File: config.mk
export PLATFORM = sky130hd
export DESIGN_NAME = host_uart
export DESIGN_NICKNAME = d
export VERILOG_FILES = /design/src/rtl/host_uart_pkg.sv /design/src/rtl/host_uart_baud.sv /design/src/rtl/host_uart_ctrl.sv /design/src/rtl/host_uart_dp.sv /design/src/rtl/host_uart.sv
export SDC_FILE = /design/constraint.sdc
export NUM_CORES = 1
export LEC_CHECK = 0
export ABC_AREA = 1
export BUFFER_PORTS_ARGS = -buffer_cell sky130_fd_sc_hd__buf_2
export CORE_ASPECT_RATIO = 0.9
export CORE_MARGIN = 2
export CORE_UTILIZATION = 42
export CTS_BUF_LIST = sky130_fd_sc_hd__clkbuf_8
export DETAILED_ROUTE_END_ITERATION = 6
export PLACE_DENSITY = 0.58
export SYNTH_ARGS = -nofsm -noshare
export SYNTH_HDL_FRONTEND = slang
export SYNTH_SLANG_ARGS = --single-unit
File: constraint.sdc
create_clock -name clk -period 2.6 [get_ports clk]
set_input_delay 0.26 -clock clk [delete_from_list [all_inputs] [get_ports clk]]
set_output_delay 0.26 -clock clk [all_outputs]
set_load 0.005 [all_outputs]
File: src/rtl/host_uart_pkg.sv
package host_uart_pkg;

  typedef enum logic [1:0] {
    LINE_MARK,
    LINE_SPACE,
    LINE_DATA,
    LINE_PAR
  } txLine_e;

  typedef enum logic [2:0] {
    TX_IDLE,
    TX_WAIT,
    TX_START,
    TX_DATA,
    TX_PAR,
    TX_STOP
  } txState_e;

  typedef enum logic [2:0] {
    RX_IDLE,
    RX_START,
    RX_DATA,
    RX_PAR,
    RX_STOP
  } rxState_e;

  typedef struct packed {
    logic       wide;
    logic       parEn;
    logic       odd;
    logic [1:0] stop;
  } frameCfg_t;

  typedef struct packed {
    logic    txLoad;
    logic    txShift;
    txLine_e txLine;
    logic    rxShift;
    logic    rxParity;
    logic    rxStop;
    logic    rxWide;
    logic    rxParEn;
    logic    rxOdd;
  } strobe_t;

endpackage

File: src/rtl/host_uart_baud.sv
module host_uart_baud #(
  parameter int DIV_W = 16
) (
  input  logic             clk,
  input  logic             rstN,
  input  logic [DIV_W-1:0] divisor,
  output logic             tick
);

  logic [DIV_W-1:0] cnt;
  logic [DIV_W-1:0] lim;

  always_comb begin
    lim  = (divisor == '0) ? '0 : divisor - DIV_W'(1);
    tick = (cnt >= lim);
  end

  always_ff @(posedge clk or negedge rstN) begin
    if (!rstN) cnt <= '0;
    else if (tick) cnt <= '0;
    else cnt <= cnt + DIV_W'(1);
  end

  // Ticks are spaced by the divisor: never two in a row unless it is 0 or 1.
  assert_tick_spacing_R2: assert property (@(posedge clk) disable iff (!rstN)
    (tick && lim != '0) |=> (!tick || lim == '0));

endmodule

File: src/rtl/host_uart_ctrl.sv
module host_uart_ctrl
  import host_uart_pkg::*;
#(
  parameter int OS = 16
) (
  input  logic      clk,
  input  logic      rstN,
  input  logic      tick,
  input  logic      cts,
  input  logic      txValid,
  output logic      txReady,
  input  frameCfg_t liveCfg,
  input  logic      rxBit,
  output strobe_t   stb
);

  localparam int TCNT_W = $clog2(2 * OS);
  localparam logic [TCNT_W-1:0] BIT_LAST  = TCNT_W'(OS - 1);
  localparam logic [TCNT_W-1:0] HALF_LAST = TCNT_W'(OS / 2 - 1);

  txState_e          txState;
  logic [TCNT_W-1:0] txTick;
  logic [2:0]        txBits;
  logic              txWideQ;
  logic              txParQ;
  logic [1:0]        txStopQ;
  logic [TCNT_W-1:0] stopLast;
  logic [2:0]        txDataLast;

  rxState_e          rxState;
  logic [TCNT_W-1:0] rxTick;
  logic [2:0]        rxBits;
  logic              rxWideQ;
  logic              rxParQ;
  logic              rxOddQ;
  logic [2:0]        rxDataLast;

  always_comb begin
    case (txStopQ)
      2'd0:    stopLast = TCNT_W'(OS - 1);
      2'd1:    stopLast = TCNT_W'(OS + OS / 2 - 1);
      default: stopLast = TCNT_W'(2 * OS - 1);
    endcase
    txDataLast = txWideQ ? 3'd7 : 3'd6;
    rxDataLast = rxWideQ ? 3'd7 : 3'd6;
  end

  // Strobes toward the datapath
  always_comb begin
    txReady     = (txState == TX_IDLE) && cts;
    stb.txLoad  = txValid && txReady;
    stb.txShift = (txState == TX_DATA) && tick && (txTick == BIT_LAST);
    case (txState)
      TX_START: stb.txLine = LINE_SPACE;
      TX_DATA:  stb.txLine = LINE_DATA;
      TX_PAR:   stb.txLine = LINE_PAR;
      default:  stb.txLine = LINE_MARK;
    endcase
    stb.rxShift  = (rxState == RX_DATA) && tick && (rxTick == BIT_LAST);
    stb.rxParity = (rxState == RX_PAR)  && tick && (rxTick == BIT_LAST);
    stb.rxStop   = (rxState == RX_STOP) && tick && (rxTick == BIT_LAST);
    stb.rxWide   = rxWideQ;
    stb.rxParEn  = rxParQ;
    stb.rxOdd    = rxOddQ;
  end

  // Transmit sequencer
  always_ff @(posedge clk or negedge rstN) begin
    if (!rstN) begin
      txState <= TX_IDLE;
      txTick  <= '0;
      txBits  <= '0;
      txWideQ <= 1'b1;
      txParQ  <= 1'b0;
      txStopQ <= 2'd0;
    end else begin
      case (txState)
        TX_IDLE: if (stb.txLoad) begin
          txWideQ <= liveCfg.wide;
          txParQ  <= liveCfg.parEn;
          txStopQ <= liveCfg.stop;
          txState <= TX_WAIT;
        end
        TX_WAIT: if (tick) begin
          txTick  <= '0;
          txState <= TX_START;
        end
        TX_START: if (tick) begin
          if (txTick == BIT_LAST) begin
            txTick  <= '0;
            txBits  <= '0;
            txState <= TX_DATA;
          end else txTick <= txTick + 1'b1;
        end
        TX_DATA: if (tick) begin
          if (txTick == BIT_LAST) begin
            txTick <= '0;
            if (txBits == txDataLast) txState <= txParQ ? TX_PAR : TX_STOP;
            else txBits <= txBits + 1'b1;
          end else txTick <= txTick + 1'b1;
        end
        TX_PAR: if (tick) begin
          if (txTick == BIT_LAST) begin
            txTick  <= '0;
            txState <= TX_STOP;
          end else txTick <= txTick + 1'b1;
        end
        TX_STOP: if (tick) begin
          if (txTick == stopLast) begin
            txTick  <= '0;
            txState <= TX_IDLE;
          end else txTick <= txTick + 1'b1;
        end
        default: txState <= TX_IDLE;
      endcase
    end
  end

  // Receive sequencer
  always_ff @(posedge clk or negedge rstN) begin
    if (!rstN) begin
      rxState <= RX_IDLE;
      rxTick  <= '0;
      rxBits  <= '0;
      rxWideQ <= 1'b1;
      rxParQ  <= 1'b0;
      rxOddQ  <= 1'b0;
    end else begin
      case (rxState)
        RX_IDLE: if (tick && !rxBit) begin
          rxWideQ <= liveCfg.wide;
          rxParQ  <= liveCfg.parEn;
          rxOddQ  <= liveCfg.odd;
          rxTick  <= '0;
          rxState <= RX_START;
        end
        RX_START: if (tick) begin
          if (rxTick == HALF_LAST) begin
            rxTick  <= '0;
            rxBits  <= '0;
            rxState <= rxBit ? RX_IDLE : RX_DATA;
          end else rxTick <= rxTick + 1'b1;
        end
        RX_DATA: if (tick) begin
          if (rxTick == BIT_LAST) begin
            rxTick <= '0;
            if (rxBits == rxDataLast) rxState <= rxParQ ? RX_PAR : RX_STOP;
            else rxBits <= rxBits + 1'b1;
          end else rxTick <= rxTick + 1'b1;
        end
        RX_PAR: if (tick) begin
          if (rxTick == BIT_LAST) begin
            rxTick  <= '0;
            rxState <= RX_STOP;
          end else rxTick <= rxTick + 1'b1;
        end
        RX_STOP: if (tick) begin
          if (rxTick == BIT_LAST) begin
            rxTick  <= '0;
            rxState <= RX_IDLE;
          end else rxTick <= rxTick + 1'b1;
        end
        default: rxState <= RX_IDLE;
      endcase
    end
  end

  // A frame only returns to idle through its stop period.
  assert_frame_completes_R6: assert property (@(posedge clk) disable iff (!rstN)
    (txState == TX_IDLE && $past(txState) != TX_IDLE) |-> ($past(txState) == TX_STOP));

  // No frame leaves idle while clear-to-send is low.
  assert_cts_holds_idle_R5: assert property (@(posedge clk) disable iff (!rstN)
    (txState == TX_IDLE && !cts) |=> (txState == TX_IDLE));

  // A start bit that is high again at mid-bit sends the receiver back to idle.
  assert_false_start_dropped_R8: assert property (@(posedge clk) disable iff (!rstN)
    (rxState == RX_START && tick && rxTick == HALF_LAST && rxBit) |=> (rxState == RX_IDLE));

endmodule

File: src/rtl/host_uart_dp.sv
module host_uart_dp
  import host_uart_pkg::*;
(
  input  logic       clk,
  input  logic       rstN,
  input  strobe_t    stb,
  input  logic       txWide,
  input  logic       txOdd,
  input  logic [7:0] txData,
  output logic       txd,
  input  logic       rxd,
  output logic       rxBit,
  output logic [7:0] rxData,
  output logic       rxValid,
  input  logic       rxReady,
  output logic       rxParErr,
  output logic       rxFrameErr,
  input  logic       dtrDrive,
  output logic       dtrOut,
  input  logic       dsrIn,
  output logic       dsrLevel
);

  logic [7:0] txShiftReg;
  logic       txParBit;
  logic [1:0] rxSync;
  logic [1:0] dsrSync;
  logic [7:0] rxShiftReg;
  logic [7:0] rxAligned;
  logic       parPend;

  assign rxBit    = rxSync[1];
  assign dsrLevel = dsrSync[1];

  always_comb begin
    rxAligned = stb.rxWide ? rxShiftReg : {1'b0, rxShiftReg[7:1]};
  end

  // Transmit path
  always_ff @(posedge clk or negedge rstN) begin
    if (!rstN) begin
      txShiftReg <= '0;
      txParBit   <= 1'b0;
      txd        <= 1'b1;
    end else begin
      if (stb.txLoad) begin
        txShiftReg <= txData;
        txParBit   <= txOdd ^ (^(txWide ? txData : {1'b0, txData[6:0]}));
      end else if (stb.txShift) begin
        txShiftReg <= {1'b0, txShiftReg[7:1]};
      end
      case (stb.txLine)
        LINE_SPACE: txd <= 1'b0;
        LINE_DATA:  txd <= txShiftReg[0];
        LINE_PAR:   txd <= txParBit;
        default:    txd <= 1'b1;
      endcase
    end
  end

  // Receive path and holding register
  always_ff @(posedge clk or negedge rstN) begin
    if (!rstN) begin
      rxSync     <= 2'b11;
      rxShiftReg <= '0;
      parPend    <= 1'b0;
      rxData     <= '0;
      rxValid    <= 1'b0;
      rxParErr   <= 1'b0;
      rxFrameErr <= 1'b0;
    end else begin
      rxSync <= {rxSync[0], rxd};
      if (stb.rxShift) rxShiftReg <= {rxBit, rxShiftReg[7:1]};
      if (stb.rxParity) parPend <= rxBit ^ stb.rxOdd ^ (^rxAligned);
      if (stb.rxStop) begin
        rxData     <= rxAligned;
        rxValid    <= 1'b1;
        rxParErr   <= stb.rxParEn & parPend;
        rxFrameErr <= ~rxBit;
      end else if (rxValid && rxReady) begin
        rxValid <= 1'b0;
      end
    end
  end

  // Handshake levels
  always_ff @(posedge clk or negedge rstN) begin
    if (!rstN) begin
      dtrOut  <= 1'b0;
      dsrSync <= 2'b00;
    end else begin
      dtrOut  <= dtrDrive;
      dsrSync <= {dsrSync[0], dsrIn};
    end
  end

  // A 7-bit frame never delivers a set top bit.
  assert_seven_bit_top_zero_R7: assert property (@(posedge clk) disable iff (!rstN)
    (stb.rxStop && !stb.rxWide) |=> !rxData[7]);

  // The held byte stays put until the host takes it.
  assert_hold_until_read_R11: assert property (@(posedge clk) disable iff (!rstN)
    (rxValid && !rxReady && !stb.rxStop) |=> (rxValid && $stable(rxData)));

endmodule

File: src/rtl/host_uart.sv
module host_uart
  import host_uart_pkg::*;
#(
  parameter int DIV_W = 16,
  parameter int OS    = 16
) (
  input  logic             clk,
  input  logic             rstN,
  input  logic [DIV_W-1:0] divisor,
  input  logic             profileFlex,
  input  logic             flexWide,
  input  logic             parityOdd,
  input  logic [1:0]       stopSel,
  input  logic [7:0]       txData,
  input  logic             txValid,
  output logic             txReady,
  output logic [7:0]       rxData,
  output logic             rxValid,
  input  logic             rxReady,
  output logic             rxParErr,
  output logic             rxFrameErr,
  output logic             txd,
  input  logic             rxd,
  input  logic             ctsIn,
  output logic             rtsOut,
  input  logic             dtrDrive,
  output logic             dtrOut,
  input  logic             dsrIn,
  output logic             dsrLevel
);

  frameCfg_t liveCfg;
  strobe_t   stb;
  logic      tick;
  logic      rxBit;

  always_comb begin
    if (profileFlex) begin
      liveCfg.wide  = flexWide;
      liveCfg.parEn = 1'b1;
      liveCfg.odd   = parityOdd;
      liveCfg.stop  = stopSel;
    end else begin
      liveCfg.wide  = 1'b1;
      liveCfg.parEn = 1'b0;
      liveCfg.odd   = 1'b0;
      liveCfg.stop  = 2'd0;
    end
  end

  assign rtsOut = ~rxValid;

  host_uart_baud #(.DIV_W(DIV_W)) u_baud (
    .clk     (clk),
    .rstN    (rstN),
    .divisor (divisor),
    .tick    (tick)
  );

  host_uart_ctrl #(.OS(OS)) u_ctrl (
    .clk     (clk),
    .rstN    (rstN),
    .tick    (tick),
    .cts     (ctsIn),
    .txValid (txValid),
    .txReady (txReady),
    .liveCfg (liveCfg),
    .rxBit   (rxBit),
    .stb     (stb)
  );

  host_uart_dp u_dp (
    .clk        (clk),
    .rstN       (rstN),
    .stb        (stb),
    .txWide     (liveCfg.wide),
    .txOdd      (liveCfg.odd),
    .txData     (txData),
    .txd        (txd),
    .rxd        (rxd),
    .rxBit      (rxBit),
    .rxData     (rxData),
    .rxValid    (rxValid),
    .rxReady    (rxReady),
    .rxParErr   (rxParErr),
    .rxFrameErr (rxFrameErr),
    .dtrDrive   (dtrDrive),
    .dtrOut     (dtrOut),
    .dsrIn      (dsrIn),
    .dsrLevel   (dsrLevel)
  );

  // Line is high in every cycle that follows an idle transmitter cycle with no load.
  assert_idle_line_high_R1: assert property (@(posedge clk) disable iff (!rstN)
    (txReady && !txValid) |=> txd);

endmodule

* After elaboration in Yosys (flattened, before gate mapping)
Index checks and enable logic that the tools add are counted.
** Storage, ports and cells
- Register bits after elaboration :: 80
- Input port bits :: 37
- Output and inout bits :: 16
- Logic and storage cells :: 181
** Cells by class
- $add $sub $neg :: 6
- Order comparisons :: 1
- Equal/unequal tests :: 44
- Multiplexer cells :: 64
- Bitwise logic cells :: 6
- Reductions and logical operators :: 35
** Operators by type and width (count)
- two-way mux 3 bit :: 32
- two-way mux 5 bit :: 11
- two-way mux 16 bit :: 2
- two-way mux 8 bit :: 4
- inequality test 2 x 1 -> 1 bit (second input constant) :: 16
- one-hot mux 5 bit (3 select lines) :: 2
- inequality test 2 bit (second input constant) :: 9
- one-hot mux 3 bit (6 select lines) :: 1
- adder 16 x 1 -> 16 bit (second input constant) :: 1
- greater-or-equal comparator 16 bit :: 1
- zero test 16 bit :: 1
- XOR reduction 8 bit :: 2
- subtractor 16 x 1 -> 16 bit (second input constant) :: 1
- one-hot mux 3 bit (5 select lines) :: 1
- == test 3 x 2 -> 1 bit (second input constant) :: 4
- logical AND 1 bit :: 12
- one-hot mux 3 bit (2 select lines) :: 2
- AND reduction 6 bit :: 2
- AND reduction 11 bit :: 1
- adder 5 x 1 -> 5 bit (second input constant) :: 2
- == test 5 x 4 -> 1 bit (second input constant) :: 2
- one-hot mux 5 bit (2 select lines) :: 1
- AND reduction 10 bit :: 1
- == test 3 bit (second input constant) :: 3
- 22 further kinds :: 42

* Logic depth before layout (Yosys ltp)
Gate-level depths: netlist of the first run.
- Word-level depth :: 7
- Mapped depth :: 23

* Modules after synthesis
From an unflattened synthesis of the first run, not the netlist that was laid out.
** Second synthesis, totals
- Cells, all modules :: 756
- Area total of the unflattened synthesis :: 5476.5 sq um
** By module, submodules not included
- host_uart_ctrl :: times used 1, cells an instance 275, area each 1998.2 sq um
- host_uart_dp :: times used 1, cells an instance 217, area each 1736.7 sq um
- host_uart_baud :: times used 1, cells an instance 255, area each 1707.9 sq um
- host_uart :: times used 1, cells an instance 9, area each 33.8 sq um

* Least setup slack after synthesis of the first run
OpenSTA, ideal clock, no wires.
- Path type :: input to register
- From :: input divisor[0]
- To :: register u_dp.rxData[7]
- Setup time :: 117 ps
- Data arrival time :: 2583 ps
- Required time :: 2483 ps
- Path slack :: -101 ps
- Cell stages on the path :: 23
- Cell sequence :: inv_1 > ha_1 > inv_1 > nor2_1 > inv_1 > nor2_1 > inv_1 > nor2_1 > or2_2 > nand3_1 > ha_1 > nand2_1 > inv_1 > nand2_1 > a21oi_1 > nor2_2 > nand2_4 > nand2_4 > nor2_8 > inv_2 > buf_6 > nand2_1 > nand2_1
** Between the ends
- Word-level cells in the longest chain between the ends :: 5
- Elaborated cells between the ends (all ways) :: 6
** RTL lines
- start: declaration :: line host_uart.sv:9 : input logic [DIV_W-1:0] divisor,
- subtractor 16 x 1 -> 16 bit or zero test 16 bit (tied branches) :: line host_uart_baud.sv:14 : lim = (divisor == '0) ? '0 : divisor - DIV_W'(1);
- two-way mux 16 bit * :: line host_uart_baud.sv:14
- greater-or-equal comparator 16 bit * :: line host_uart_baud.sv:15 : tick = (cnt >= lim);
- logical AND 1 bit * (2 in series) :: line host_uart_ctrl.sv:61 : stb.rxStop = (rxState == RX_STOP) && tick && (rxTick == BIT_LAST);
- end signal: assignment :: line host_uart_dp.sv:76 : rxData <= rxAligned;
- end: declaration :: line host_uart_dp.sv:13 : output logic [7:0] rxData,
Every way passes the cells marked *; elsewhere a longest branch is shown, timed or not.
A chain may end at the register's enable or synchronous reset.

* Worst setup path in the final report of the first run
- From :: input divisor[2]
- To :: register u_dp.rxData[4]
The elaborated chain is that of the path after synthesis.

==> results of run 1 <==
-- report_power, final --
part,internal (W),switching (W),leakage (nW)
logic,0.000703,0.00108,2.17
clock network,0.000592,0.000466,0.117
registers,0.00154,0.000278,1.05
-- logic make-up (layout without fill, tap and decap cells) --
logic type | count (synthesis) | in the layout | synth area share [%]
AO/OA/AOI/OAI | 96 | 96 | 10.2
XOR/XNOR | 21 | 21 | 3.63
adder cells (fa/ha/maj) | 27 | 27 | 6.66
buffers and inverters | 108 | 222 | 8.52
flip-flops | 80 | 80 | 39.6
AND/OR/NAND/NOR | 358 | 360 | 31.4
-- metrics by stage --
step / power [W] / hold WS, ns
after floorplan: 0.00300 / -0.0356
after global placement: 0.00337 / 0.331
after detailed placement: 0.00344 / 0.341
after CTS: 0.00452 / 0.0704
after global routing: 0.00508 / 0.0638
final: 0.00466 / 0.0853
-- worst register-to-register path, delay by kind of cell, from the launching register on --
family / cells / cell delay [ns]
AND/OR/NAND/NOR: 4 / 0.65
adder cells (fa/ha/maj): 2 / 0.70
AO/OA/AOI/OAI: 2 / 0.41
flip-flops: 1 / 0.39
-- layer usage --
metal | track usage [%] | vias up | share of wire, %
met5 | 0 | - | 0
met4 | 4.54 | 0 | 0.99
met3 | 4.11 | 12 | 4.0
met2 | 28.4 | 70 | 46
met1 | 25.9 | 2178 | 49
li1 | - | 2420 | -
-- timing repair --
item / 4_1_cts / 5_1_grt
gates resized for setup: 0 / 107
hold endpoints to repair: 47 / 0
hold buffers: 4 / 0
setup endpoints to repair: 0 / 69
buffers inserted: 0 / 7
-- area by class of cell --
cell class	count	area, um2	share of cell area [%]
Timing Repair Buffer	104	731	11.2
Inverter	101	384	5.86
Sequential cell	80	2010	30.7
Timing Repair inverter	1	6.26	0.0955
Multi-Input combinational cell	504	2990	45.6
Clock buffer	11	151	2.31
Clock inverter	5	80.1	1.22
Tap cell	160	200	3.06
-- synth_stat cells (all sizes together) --
library cell    n
inv           101
nand2         213
dfrtp          75
xnor2           8
nand3          45
nor2           68
o211ai          2
o221ai          1
nor3b           1
or2             9
nor3           11
buf             6
o21bai          2
a21oi          26
nand3b          1
nor4            3
clkbuf          1
o22ai           4
dfstp           5
o21a            1
ha             27
a21o            2
o21ai          57
nand4           7
o31ai           1
xor2           13
-- state kept, by name, summed over array words and instances, names as in the netlist, 3 cells and up --
register         cells
u_dp.txShiftReg      8
u_dp.rxData          8
u_ctrl.txState       3
u_baud.cnt          16
u_ctrl.rxTick        5
u_ctrl.txBits        3
u_ctrl.rxBits        3
u_ctrl.rxState       3
u_dp.rxShiftReg      8
u_ctrl.txTick        5
-- path summary, 6_finish.rpt --
check,start,endpoint,slack (ns),depth (start not counted)
worst max-delay path,divisor[2],u_dp.rxData[4]$_DFFE_PN0P_,-0.05,20
worst min-delay path,rxReady,u_dp.rxValid$_DFFE_PN0P_,0.09,2
worst max register to register,u_ctrl.rxTick[0]$_DFFE_PN0P_,u_ctrl.rxBits[2]$_DFFE_PN0P_,0.36,8
worst min register to register,u_dp.rxSync[0]$_DFF_PN1_,u_dp.rxSync[1]$_DFF_PN1_,0.36,0
max in group asynchronous,rstN,u_ctrl.rxWideQ$_DFFE_PN1P_,1.39,3
min in group asynchronous,rstN,u_dp.dsrSync[0]$_DFF_PN0_,0.46,2
==> results.toml, run 1 <==
[routing]
num_vias = 4680
vias_per_cell = 4.84
drc = 0
drtIter0Drc = 211
residual_antenna_violating_net_count_after_detailed_routing = 0
wl_per_cell_um = 12.3
first_pass_iters = 4
routed_wirelength_um = 11800

[power_and_ir_drop]
total_leakage_power_nw = 3.34
ir_drop_v = 0.000390
power.density_cell_area_nw_per_um2 = 712

[timing]
finalHoldViolCount = 0
rsz0062_at_grt = "true"
max-slew-margin-rel_pct = 57.0
report.final.setup_viol = 19
timing.clock.skew_ns = 0.00927
finalMaxSlewViolations = 0
max_slew.worst_pin.slew_ns = 0.645
fin_tns_setup_ns = -0.466
layout_setup_ws_ns = -0.0480
layout_min_cycle_time_ns = 2.65
clock.fmax_ghz = 0.378
final_worst_path_period_share_pct = 102

[grt]
antenna_found_initial = 0
vias_in_the_first_global_route = 4354
grt_first_pass_wirelength_um = 19400
overall_global_routing_usage_pct = 18.3
gr-total-overflow = 0
pin_count_of_the_biggest_net_entering_global_routing = 51

[placement]
place_inst = 936
port_buffers = 52
place_congestion = 0.923
detailed_place.area_um2 = 5800
place_worst_setup_slack_ns = -0.338
dpl.hpwl_um = 8470

[setup_path]
timing.critical_path.fanout_max = 8
cp-start-kind = "primary input"
setup.worst_path.end_class = "register"
worst_path_max_delay_cell = "ha_4"
critical_path.max_stage_delay_ns = 0.28
cp_num_buf_inv = 3
critical_path_required_ns = 2.90
worstPathCellList = "buf_6 > nor2_4 > inv_2 > nor2_1 > nand2_1 > nor3_4 > nand3_2 > nor2_4 > a21o_1 > nand3_2 > ha_4 > nand4_1 > a21oi_2 > nor2_4 > nand2_8 > nand2_8 > nor2_8 > buf_6 > nand2_4 > nand2_2"
timing_worst_setup_path_type = "primary input to register"
crit_path_frequent_cell = "nor2_4"
cp_top_family = "simple AND/OR/NAND/NOR gates"
worst_ep_arrival_time_ns = 2.95

[yosys]
yosys-top-cells-area = "dfrtp_1 (37%), nand2_1 (15%), inv_1 (7.1%)"
syn_area_um2 = 5070
netlist_instances = 690
most_area_hungry_cell_type_in_the_yosys_netlist = "dfrtp_1"
synth_fp_nets = 754
yosys_warnings = 0
post-synth-top-area-fraction_pct = 37.0
yosys_register_bits = 80
yosysUniqueCellTypes = 39
synth.yosys.seq_area_share_pct = 39.6
avgSynthCellArea_um2 = 7.35

[status]
status = "complete, but fails checks"
violations = "setup timing"

[floorplan]
top_level_ports = 53
core_region_area_um2 = 11900
design.die.area_um2 = 13000
fp.dieH_um = 108
floorplan.initialDensity_pct = 42.5
die-width_um = 120
std_cell_rows = 38

[final_layout]
post-route-cell-area_um2 = 6550
num-fill-cells = 1139
antenna_cells_inserted = 0
num-nets-final = 865
area_delta_synth_final_pct = 29.3
final_cells = 966
commonest_cells_after_routing_fill_and_taps_aside = "nand2_1 (183), inv_1 (93), dfrtp_1 (75)"
post_route_cells_drive_above_1_share_pct = 27.2
postLayoutCoreUtil_pct = 54.9
layout.cells.most_common = "nand2_1"

[min_path]
hold_path_class = "primary input to register"

[clocking]
clkTransAtPathRegs_ns = 0.08
tritoncts = "built"
clock_tree.buffer_depth = 2
number_of_sinks_handled_by_clock_tree_synthesis = 80
clockRootBuffer = "clkbuf_8"
tritoncts.num_buffers = 9
source_to_sink_clock_delay_at_the_later_pin_of_the_worst_skew_pair_ns = 0.36
htree_num_levels = 3

[run]
number_of_violations_of_the_max_capacitance_limit = 0
(Power assumes the default switching activity.)
==> run 2: changes to the inputs <==
--- a/config.mk
+++ b/config.mk
@@ -6,6 +6,7 @@
 export NUM_CORES = 1
 export LEC_CHECK = 0
 export ABC_AREA = 1
+export ABC_CLOCK_PERIOD_IN_PS = 2600
 export BUFFER_PORTS_ARGS = -buffer_cell sky130_fd_sc_hd__buf_2
 export CORE_ASPECT_RATIO = 0.9
 export CORE_MARGIN = 2
@@ -13,6 +14,7 @@
 export CTS_BUF_LIST = sky130_fd_sc_hd__clkbuf_8
 export DETAILED_ROUTE_END_ITERATION = 6
 export PLACE_DENSITY = 0.58
+export SETUP_SLACK_MARGIN = 0.15
 export SYNTH_ARGS = -nofsm -noshare
 export SYNTH_HDL_FRONTEND = slang
 export SYNTH_SLANG_ARGS = --single-unit
==> constraint.sdc (replaced) <==
create_clock -name clk -period 2.6 [get_ports clk]
set_input_delay 0.26 -clock clk [delete_from_list [all_inputs] [get_ports clk]]
set_output_delay 0.26 -clock clk [all_outputs]
set_load 0.1 [all_outputs]
==> results.toml, run 2 (same netlist as run 1, synthesis figures left out) <==
[setup_path]
worstPathCellList = "buf_6 > nor2_2 > inv_1 > nor2_2 > nand2_2 > nor3_4 > nand3_2 > nor2_4 > a21o_1 > nand3_2 > ha_4 > nand4_1 > nor2_2 > nand2_4 > nand2_8 > nand2_8 > nor2_8 > buf_6 > nand3_2 > nand2_1"
worst_path_max_delay_cell = "ha_4"
critical_path_required_ns = 2.91
setup.worst_path.end_class = "register"
cp-start-kind = "primary input"
worst_ep_arrival_time_ns = 2.77
timing.critical_path.fanout_max = 6
critical_path.max_stage_delay_ns = 0.28
reg2reg_slack_ns = 0.58
timing_worst_setup_path_type = "primary input to register"

[placement]
place_congestion = 0.814
place_inst = 935
dpl.hpwl_um = 8510
port_buffers = 52
place_worst_setup_slack_ns = -0.374
detailed_place.area_um2 = 5800

[run]
number_of_violations_of_the_max_capacitance_limit = 0

[timing]
report.final.setup_viol = 0
final_worst_path_period_share_pct = 94.7
timing.clock.skew_ns = 0.0137
clock.fmax_ghz = 0.406
rsz0062_at_grt = "true"
layout_min_cycle_time_ns = 2.46
max-slew-margin-rel_pct = 55.2
max_slew.worst_pin.slew_ns = 0.672
finalHoldViolCount = 0
layout_setup_ws_ns = 0.139
finalMaxSlewViolations = 0

[grt]
pin_count_of_the_biggest_net_entering_global_routing = 50
antenna_found_initial = 0
vias_in_the_first_global_route = 4565
grt_first_pass_wirelength_um = 20300
overall_global_routing_usage_pct = 19.2
gr-total-overflow = 0

[clocking]
clkTransAtPathRegs_ns = 0.09
tritoncts = "built"
number_of_sinks_handled_by_clock_tree_synthesis = 80
source_to_sink_clock_delay_at_the_later_pin_of_the_worst_skew_pair_ns = 0.37
clock_tree.buffer_depth = 2
htree_num_levels = 3
clockRootBuffer = "clkbuf_8"
tritoncts.num_buffers = 9

[power_and_ir_drop]
p_switching_w = 0.00195
cell_internal_pwr_w = 0.00279
power.share.switching_pct = 41.1
ir_drop_v = 0.000471
finalPower_w = 0.00473
comb_power_share_pct = 40.9
clockPowerShare_pct = 20.8
seq_power_share_pct = 38.3
power.density_cell_area_nw_per_um2 = 724
total_leakage_power_nw = 3.31

[floorplan]
die-width_um = 120
fp.dieH_um = 108
floorplan.initialDensity_pct = 42.5
core_region_area_um2 = 11900
top_level_ports = 53
design.die.area_um2 = 13000
std_cell_rows = 38

[routing]
routed_wirelength_um = 11800
first_pass_iters = 4
vias_per_cell = 4.84
drc = 0
wl_per_cell_um = 12.2
drtIter0Drc = 180
residual_antenna_violating_net_count_after_detailed_routing = 0
num_vias = 4684

[status]
status = "finished clean"

[final_layout]
antenna_cells_inserted = 0
post_route_cells_drive_above_1_share_pct = 29.7
largest_register_by_flop_count = "u_baud.cnt"
area_delta_synth_final_pct = 29.0
postLayoutCoreUtil_pct = 54.8
final_cells = 967
layout.cells.most_common = "nand2_1"
post-route-cell-area_um2 = 6540
largest_register_ff_count = 16
num-nets-final = 866
commonest_cells_after_routing_fill_and_taps_aside = "nand2_1 (185), inv_1 (82), dfrtp_1 (75)"

[min_path]
hold_path_class = "primary input to register"
==> run 2: cell count changes in the layout (fill, tap and decap cells not counted), moves of 3 or more <==
| cell | previous run | this run |
|---|---|---|
| buf_4 | 41 | 45 |
| inv_1 | 93 | 82 |
| inv_2 | 8 | 16 |
| nor2_1 | 53 | 41 |
| nor2_2 | 6 | 17 |
| nor3_1 | 5 | 8 |
| nor3_2 | 5 | 2 |
| o21ai_0 | 31 | 37 |
| o21ai_1 | 22 | 16 |
==> run 2: final cells by class <==
cell class / count / area [um2]
Multi-Input combinational cell: 503 / 2980
Fill cell: 1150 / 5400
Clock inverter: 4 / 48.8
Clock buffer: 12 / 165
Inverter: 101 / 392
Sequential cell: 80 / 2010
Timing Repair Buffer: 107 / 743
Tap cell: 160 / 200
==> run 2: power by group through the flow <==
stage / clock, W / sequential, W / combinational, W
6_report: 0.000986 / 0.00181 / 0.00193
5_1_grt: 0.00108 / 0.00185 / 0.00223
4_1_cts: 0.00102 / 0.00181 / 0.00178
3_5_place_dp: 0 / 0.00182 / 0.00171
3_3_place_gp: 0 / 0.00182 / 0.00166
2_1_floorplan: 0 / 0.00181 / 0.00130
==> run 2: metal layers <==
metal / wire, um / global-route usage (%)
met1: 5730 / 25.6
met2: 5550 / 31.6
met3: 392 / 4.11
met4: 127 / 5.63
met5: 0 / 0
==> run 2: final timing paths <==
kind | to | startpoint | cells past startpoint
worst max-delay path | u_dp.rxData[7]$_DFFE_PN0P_ | divisor[3] | 20
worst min-delay path | u_dp.rxValid$_DFFE_PN0P_ | rxReady | 2
worst max register to register | u_ctrl.rxTick[0]$_DFFE_PN0P_ | u_baud.cnt[9]$_DFF_PN0_ | 12
worst min register to register | u_dp.dsrSync[1]$_DFF_PN0_ | u_dp.dsrSync[0]$_DFF_PN0_ | 0
max in group asynchronous | u_dp.rxSync[1]$_DFF_PN1_ | rstN | 3
min in group asynchronous | u_dp.rxShiftReg[7]$_DFFE_PN0P_ | rstN | 2
==> run 2: what timing repair did <==
item | 4_1_cts | 5_1_grt
gates cloned | 1 | 0
endpoints found under the hold margin | 49 | 0
gates resized for setup | 26 | 88
setup buffers | 4 | 7
pin swaps | 16 | 40
endpoints found under the setup margin | 51 | 69
hold buffers | 4 | 0
==> run 2: stage by stage <==
step | TNS [ns] | hold WS, ns
after global routing | -0.124 | 0.0421
after floorplan | 0 | -0.0356
after global placement | -9.67 | 0.333
after CTS | 0 | 0.0423
final | 0 | 0.0640
after detailed placement | -18.98 | 0.338
==> run 2: worst max-delay path: cells and delay by family <==
family / cells / cell delay (ns)
compound gates: 1 / 0.15
buf+inv: 3 / 0.30
simple gates: 15 / 1.75
fa+ha+maj: 1 / 0.28
==> run 3: changes to the inputs <==
--- a/config.mk
+++ b/config.mk
@@ -7,13 +7,13 @@
 export LEC_CHECK = 0
 export ABC_AREA = 1
 export ABC_CLOCK_PERIOD_IN_PS = 2600
-export BUFFER_PORTS_ARGS = -buffer_cell sky130_fd_sc_hd__buf_2
 export CORE_ASPECT_RATIO = 0.9
 export CORE_MARGIN = 2
 export CORE_UTILIZATION = 42
 export CTS_BUF_LIST = sky130_fd_sc_hd__clkbuf_8
 export DETAILED_ROUTE_END_ITERATION = 6
-export PLACE_DENSITY = 0.58
+export DONT_BUFFER_PORTS = 1
+export PLACE_DENSITY = 0.54
 export SETUP_SLACK_MARGIN = 0.15
 export SYNTH_ARGS = -nofsm -noshare
 export SYNTH_HDL_FRONTEND = slang
==> results.toml, run 3 (same netlist as run 1, synthesis figures left out) <==
[status]
status = "finished clean"

[final_layout]
layout.cells.most_common = "nand2_1"
largest_register_by_flop_count = "u_baud.cnt"
post_route_cells_drive_above_1_share_pct = 19.7
largest_register_ff_count = 16
antenna_cells_inserted = 0
num-nets-final = 794
postLayoutCoreUtil_pct = 50.7
area_delta_synth_final_pct = 19.3
commonest_cells_after_routing_fill_and_taps_aside = "nand2_1 (195), inv_1 (88), dfrtp_1 (75)"
num-fill-cells = 1209

[timing]
clock.fmax_ghz = 0.408
final_worst_path_period_share_pct = 94.3
finalHoldViolCount = 0
timing.clock.skew_ns = 0.0119
finalMaxSlewViolations = 0
layout_min_cycle_time_ns = 2.45
hold-worst-slack_ns = 0.0258
rsz0062_at_grt = "true"
max-slew-margin-rel_pct = 39.2
report.final.setup_viol = 0
max_slew.worst_pin.slew_ns = 0.913

[clocking]
clockRootBuffer = "clkbuf_8"
clock_tree.buffer_depth = 2
clkTransAtPathRegs_ns = 0.08
number_of_sinks_handled_by_clock_tree_synthesis = 80
source_to_sink_clock_delay_at_the_later_pin_of_the_worst_skew_pair_ns = 0.38
tritoncts.num_buffers = 9
htree_num_levels = 3
tritoncts = "built"

[grt]
vias_in_the_first_global_route = 4202
grt_first_pass_wirelength_um = 18900
gr-total-overflow = 0
pin_count_of_the_biggest_net_entering_global_routing = 81
antenna_found_initial = 0
overall_global_routing_usage_pct = 18.0

[placement]
port_buffers = 0
dpl.hpwl_um = 8090
place_congestion = 0.884

[setup_path]
cp-start-kind = "primary input"
critical_path_required_ns = 2.86
worst_ep_arrival_time_ns = 2.72
setup.worst_path.end_class = "register"
timing.critical_path.fanout_max = 8
timing_worst_setup_path_type = "primary input to register"
worstRegToRegCells = 9

[power_and_ir_drop]
ir_drop_v = 0.000769
total_leakage_power_nw = 2.98
finalPower_w = 0.00453
power.density_cell_area_nw_per_um2 = 749

[floorplan]
floorplan.initialDensity_pct = 42.5
design.die.area_um2 = 13000
die-width_um = 120
fp.dieH_um = 108
core_region_area_um2 = 11900
top_level_ports = 53
std_cell_rows = 38

[routing]
num_vias = 4378
vias_per_cell = 4.89
residual_antenna_violating_net_count_after_detailed_routing = 0
drc = 0
first_pass_iters = 4
routed_wirelength_um = 11300
drtIter0Drc = 184
wl_per_cell_um = 12.7

[run]
number_of_violations_of_the_max_capacitance_limit = 0

[min_path]
hold_depth = 2
hold_path_class = "primary input to register"
run 3: changes by cell type in the layout (fill, tap and decap cells not counted), sizes merged:
| cell | before | now |
|---|---|---|
| nand3 | 45 | 46 |
| nand2 | 214 | 213 |
| clkinvlp | 0 | 1 |
| inv | 102 | 100 |
| clkinv | 2 | 5 |
| clkbuf | 12 | 10 |
| buf | 103 | 29 |
| dlygate4sd3 | 4 | 6 |
run 3: repair_timing:
item | 4_1_cts | 5_1_grt
resized for setup | 0 | 79
setup endpoints to repair | 0 | 68
buffers inserted | 0 | 5
endpoints found under the hold margin | 85 | 0
hold buffers | 7 | 0
run 3: metrics by stage:
step           setup TNS, ns  setup WS (ns)  cell area, um2  cells
2_1_floorplan              0         0.0324            5100    690
3_3_place_gp           -6.49         -0.160            5420    866
6_report                   0          0.147            6050    895
5_1_grt             -0.00803       -0.00520            6050    895
3_5_place_dp          -10.18         -0.242            5420    866
4_1_cts                    0          0.162            5700    889
run 3: routing by layer:
metal	vias to the layer above	share of wire [%]	wire length (um)	track usage (%)
li1	2290	-	-	-
met1	2016	48	5490	23.4
met2	62	46	5270	29.4
met3	10	4.0	459	5.22
met4	0	1.1	123	4.87
met5	-	0	0	0
run 3: layout make-up:
| type | instances | area, um2 | area share [%] |
|---|---|---|---|
| Inverter | 101 | 388 | 6.41 |
| Clock inverter | 6 | 58.8 | 0.972 |
| Tap cell | 160 | 200 | 3.31 |
| Multi-Input combinational cell | 503 | 2940 | 48.5 |
| Timing Repair Buffer | 35 | 320 | 5.30 |
| Sequential cell | 80 | 2010 | 33.2 |
| Clock buffer | 10 | 138 | 2.28 |
run 3: final timing paths:
path	end	start	slack, ns
min in group asynchronous	u_baud.cnt[15]$_DFF_PN0_	rstN	0.46
max in group asynchronous	u_dp.rxSync[1]$_DFF_PN1_	rstN	1.76
worst max-delay path	u_dp.txShiftReg[3]$_DFFE_PN0P_	divisor[3]	0.15
worst max register to register	u_ctrl.rxBits[0]$_DFFE_PN0P_	u_ctrl.rxTick[0]$_DFFE_PN0P_	0.53
worst min-delay path	u_ctrl.txStopQ[0]$_DFFE_PN0P_	stopSel[0]	0.03
worst min register to register	u_dp.dsrSync[1]$_DFF_PN0_	u_dp.dsrSync[0]$_DFF_PN0_	0.35
run 3: worst max-delay path: stages:
cell,delay [ns]
nor2_4,0.08
inv_2,0.04
nor2_2,0.10
nand2_2,0.08
nor3_4,0.27
nand3_4,0.14
nor2_4,0.15
a21o_1,0.15
nand3_2,0.08
ha_4,0.29
nand4_1,0.16
a21oi_2,0.19
nor2_4,0.07
nand2_8,0.12
buf_8,0.15
nand3_4,0.10
buf_6,0.16
nand3_2,0.06
nand2_1,0.06
run 3: where the power goes:
part           switching (W)  internal, W  leakage [nW]
clock network       0.000467     0.000464         0.106
logic                0.00108     0.000645          1.82
registers           0.000332      0.00154          1.05
total                0.00188      0.00265          2.98
